File: src/rtl/lcd_write_snoop.sv
module lcd_write_snoop #(
  parameter int DW = 8
) (
  input  logic          clk,
  input  logic          rst_n,
  input  logic          bus_strobe,
  input  logic          bus_dir,
  input  logic          bus_dc,
  input  logic          bus_sel_a,
  input  logic          bus_sel_b,
  input  logic [DW-1:0] bus_d,
  input  logic          rd_load,
  input  logic          rd_sclk,
  output logic          rd_miso,
  output logic          evt_pending
);
  localparam int WW    = DW + 4;
  localparam int BW    = WW + 1;
  localparam int FRAME = DW + 8;
  localparam int PAD   = FRAME - WW - 1;

  logic [BW-1:0]    s1, s2, s3;
  logic [2:0]       lk, ck;
  logic [WW-1:0]    hold;
  logic [FRAME-1:0] shreg;
  logic             ovr;

  wire [BW-1:0] bus_v   = {bus_strobe, bus_dir, bus_dc, bus_sel_a, bus_sel_b, bus_d};
  wire          fall    = s3[BW-1] & ~s2[BW-1];
  wire          cap     = fall & ~s3[WW-1];
  wire          load_p  = lk[1] & ~lk[2];
  wire          shift_p = ck[2] & ~ck[1];

  always_ff @(posedge clk or negedge rst_n) begin
    if (!rst_n) begin
      s1 <= '0;
      s2 <= '0;
      s3 <= '0;
      lk <= '0;
      ck <= '0;
    end else begin
      s1 <= bus_v;
      s2 <= s1;
      s3 <= s2;
      lk <= {lk[1:0], rd_load};
      ck <= {ck[1:0], rd_sclk};
    end
  end

  always_ff @(posedge clk or negedge rst_n) begin
    if (!rst_n) begin
      hold        <= '0;
      evt_pending <= 1'b0;
      ovr         <= 1'b0;
    end else begin
      if (cap) hold <= s3[WW-1:0];
      evt_pending <= cap | (evt_pending & ~load_p);
      ovr         <= load_p ? 1'b0 : (ovr | (cap & evt_pending));
    end
  end

  always_ff @(posedge clk or negedge rst_n) begin
    if (!rst_n)       shreg <= '0;
    else if (load_p)  shreg <= {ovr, {PAD{1'b0}}, hold};
    else if (shift_p) shreg <= {shreg[FRAME-2:0], 1'b0};
  end

  assign rd_miso = shreg[FRAME-1];
endmodule

File: config.mk
export PLATFORM = sky130hd
export DESIGN_NAME = lcd_write_snoop
export DESIGN_NICKNAME = d
export VERILOG_FILES = /design/src/rtl/lcd_write_snoop.sv
export SDC_FILE = /design/constraint.sdc
export NUM_CORES = 1
export LEC_CHECK = 0
export BUFFER_PORTS_ARGS = -buffer_cell sky130_fd_sc_hd__buf_2
export CORE_UTILIZATION = 25
export DETAILED_ROUTE_END_ITERATION = 6
export PLACE_DENSITY = 0.52
export SLEW_MARGIN = 20
export SYNTH_ARGS = -nofsm -noshare
export SYNTH_HDL_FRONTEND = slang
export SYNTH_SLANG_ARGS = --single-unit
File: constraint.sdc
create_clock -name clk -period 1.9 [get_ports clk]
set_input_delay 0 -clock clk [delete_from_list [all_inputs] [get_ports clk]]
set_output_delay 0 -clock clk [all_outputs]
set_load 0.01 [all_outputs]
# Yosys cells after proc, flatten, opt, wreduce, memory -nomap -nowiden
# Index checks and enable logic that the tools add are counted.
# classes
addsub	0
n_mul	0
n_div	0
magnitude_cmp	0
eq_ne	0
shift	0
n_mux	3
bitwise_logic	13
reduce_logical	1
# op_table
cell	count
two-way mux 16 bit	2
bitwise AND 1 bit	6
inverter 1 bit	5
OR 1 bit	2
nonzero test 2 bit	1
two-way mux 1 bit	1
# totals
reg_bits	75
latchBits	0
mem_bits_rw	0
rom_bits	0
in_bits	17
out_inout_bits	2
wordCells	26
n_memories	0

# Longest topological paths before layout
# depth
word_depth	6
mapped_depth	5
depth_no_buf	3

# Worst setup path before layout
# No wires, ideal clock.
# synth_path
path_type	register to register
startpoint	reg s2[12]
endpoint	reg hold[10]
setup_time_ns	0.125
arrival_time_ns	1.164
t_required_ns	1.775
path_slack_ns	0.612
stages_incl_launch_ff	4
n_path_buf	1
synth_period_minus_slack_ns	1.288
path_cell_list	dfrtp_1 > nor3b_4 > buf_6 > mux2_2
# synth_via
elab_chain_cells	3
# synth_rtl
element	line_no	text
start: declaration	22	logic [BW-1:0] s1, s2, s3;
start signal: assignment	37	s2 <= '0;
start signal: assignment	43	s2 <= s1;
inverter 1 bit	29	wire fall = s3[BW-1] & ~s2[BW-1];
bitwise AND 1 bit	29	
bitwise AND 1 bit	30	wire cap = fall & ~s3[WW-1];
end signal: assignment	56	if (cap) hold <= s3[WW-1:0];
end: declaration	24	logic [WW-1:0] hold;
# No other way between the ends.
# A chain may end at the register's enable or synchronous reset.

# Worst setup path after layout
# layout_path
startpoint	reg s2[12]
endpoint	reg hold[3]
# The elaborated chain is that of the path after synthesis.

==> metrics.txt <==
outcome finished clean; Pre-antenna DRT Iters 3; Worst Path Arrival 1.49 ns; Wirelength per Cell slightly above 9 um; CP max FO 14; top layer in use met4; switching power ~720 uW; Setup Skew 0.0102 ns; Hold WS ~0.21 ns; vias about 1200; die area 9960 sq um; Worst path top cell family by delay flip-flops; RSZ-0062 raised after global routing false; startpoint types register; core box area 9240 sq um; syn_nets approximately 160; met3 WL ~92 um; leakage roughly 0.0013 uW; sequential fraction of the synthesis area 0.785; Worst EP required 2.11 ns; Max clock buf depth 2; Net Sw Frac 0.220; Clock Latency Late Sink roughly 0.33 ns; filler cell count 910; Syn-to-layout area delta 25.9%; crit path time final ~1.3 ns; clock sink count 75; Flop pwr share 0.555; Worst-path clk slew 0.08 ns; Reg area between 1500 and 2000 sq um; Port Buffers 18; crit share post-route 0.673; antenna violations before repair 0; worst-margin pin slew roughly 0.38 ns; Synth Cell Area approximately 2400 sq um; MaxCap Viol Count 0; Yosys warning count 0; area of the multi-input gates 462 sq um; Int Pwr between 2000 and 3000 uW; number of buffers added for setup after CTS 0; final WL 2940 um; Fin. Hold Viols 0; vias in the first global route about 1200; Gate Count Post-Synth 144; pwr dens approximately 1100 nW/um^2; Post-Syn Area per Cell approximately 17 sq um; largest net degree at the start of global routing 76; Slew HR 0.746; crit-path cells nor3b_4 > buf_4 > mux2_2; Min-Delay Path Class input port to async pin; Critical Path Max Stage Delay approximately 0.4 ns; Post-Route Utilization 0.326; Distinct cells, synth 17; Tot GR Track Use 0.0700; DRT iter0 DRCs a little under 50; met2 routed WL between 1000 and 1500 um; r2r setup slk a little over 0.6 ns; Worst Path Buf+Inv 1; first-pass GRT wire length between 5000 and 6000 um; Detail Route Antenna Nets 0; final setup violating endpoints 0; Worst IR Drop VDD 0.634 mV; setup ws final between 0.6 and 0.7 ns; critical path's slowest cell dfrtp_1; Worst Setup End Kind register; I/O Pins 19; Final TNS setup 0 ns; root buffer cell clkbuf_8; n_diodes 0; Initial Util 0.259; met1 WL ~1400 um; Final GP Congestion 0.610; grt ovf 0; max frequency around 0.78 GHz; FF+latch count, synth 75; Slew Limit Fails 0; combinational share of power 0.070; leading cell type in the layout, fill and taps excluded dfrtp_1; row count 35; kind of critical path register to register; clock power share 0.375; htree depth 3; CTS tree built; fin nets ~200; Die W 99.8 um; dpl ws about 0.6 ns; share of cells above drive strength 1 0.271; # DRC 0; most frequent cells in the layout dfrtp_1, buf_2, dlygate4sd3_1, mux2i_1; number of vias per cell 3.62; CTS Buf Count 9; die height 99.8 um; post-DP HPWL 1650 um
==> power groups by stage <==
stage | clock, uW | combinational (uW) | sequential (uW)
floorplan | 0 | 141 | 1840
global placement | 0 | 208 | 1850
detailed placement | 0 | 214 | 1860
CTS | 1290 | 238 | 1830
global route | 1360 | 264 | 1850
finish | 1230 | 231 | 1820
==> kinds of logic after synthesis <==
| logic type | after synthesis | synth area share |
|---|---|---|
| AO/OA/AOI/OAI | 15 | 0.0340 |
| buffers and inverters | 7 | 0.0220 |
| flip-flops | 75 | 0.785 |
| multiplexers | 26 | 0.115 |
| AND/OR/NAND/NOR | 21 | 0.0445 |
==> final timing paths <==
| check | end | cells past startpoint | start |
|---|---|---|---|
| worst min register to register | s2[7] | 0 | s1[7] |
| worst max register to register | hold[3] | 3 | s2[12] |
| max in group asynchronous | hold[0] | 3 | rst_n |
| worst min-delay path | shreg[12] | 3 | rst_n |
| min in group clk | s1[9] | 2 | bus_sel_a |
| worst max-delay path | hold[3] | 3 | s2[12] |
==> repair_timing <==
item / 4_1_cts / 5_1_grt
gates resized for setup: 0 / 0
hold endpoints to repair: 90 / 0
hold buffers: 16 / 0
==> cell usage after synthesis, drive strengths merged <==
master  count  area share
a22o        1      0.0037
clkbuf      3      0.0047
mux2       11       0.052
mux2i      15       0.063
nor2b       2      0.0063
and2b       1      0.0037
nor2        5      0.0079
a21oi       1      0.0021
buf         3       0.016
inv         1      0.0016
nand2      12       0.019
nor3b       1      0.0079
dfrtp      75        0.78
o21ai      12       0.025
o21bai      1      0.0031
==> area by class of cell <==
| cell class | count | area share |
|---|---|---|
| multi-input combinational | 62 | 0.153 |
| clock buffer | 11 | 0.0503 |
| clock inverter | 5 | 0.0195 |
| tap | 129 | 0.0536 |
| sequential | 75 | 0.624 |
| timing repair buffer | 38 | 0.0981 |
| inverter | 1 | 0.00125 |
==> metal layers <==
metal  global-route usage  up-vias
met5                    0        -
met4               0.0679        0
met3               0.0209        8
met2                0.108       24
met1               0.0763      561
li1                     -      568
==> worst register-to-register path, delay by kind of cell, from the launching register on <==
| kind | cells | cell delay, ns |
|---|---|---|
| buf+inv | 1 | 0.22 |
| flops | 1 | 0.41 |
| mux | 1 | 0.35 |
| simple gates | 1 | 0.19 |
==> per-stage QoR <==
step	power [uW]	instance area, sq um	instances
after global placement	2060	2640	289
after detailed placement	2070	2640	289
after CTS	3350	3010	321
after global routing	3470	3010	321
final	3290	3010	321
after floorplan	1980	2390	144
==> flip-flops by register name, indices dropped and copies added (netlist names) <==
register,cells
ck,3
evt_pending,1
hold,12
lk,3
ovr,1
s1,13
s2,13
s3,13
shreg,16
No activity file was read; power rests on OpenSTA's default activity.
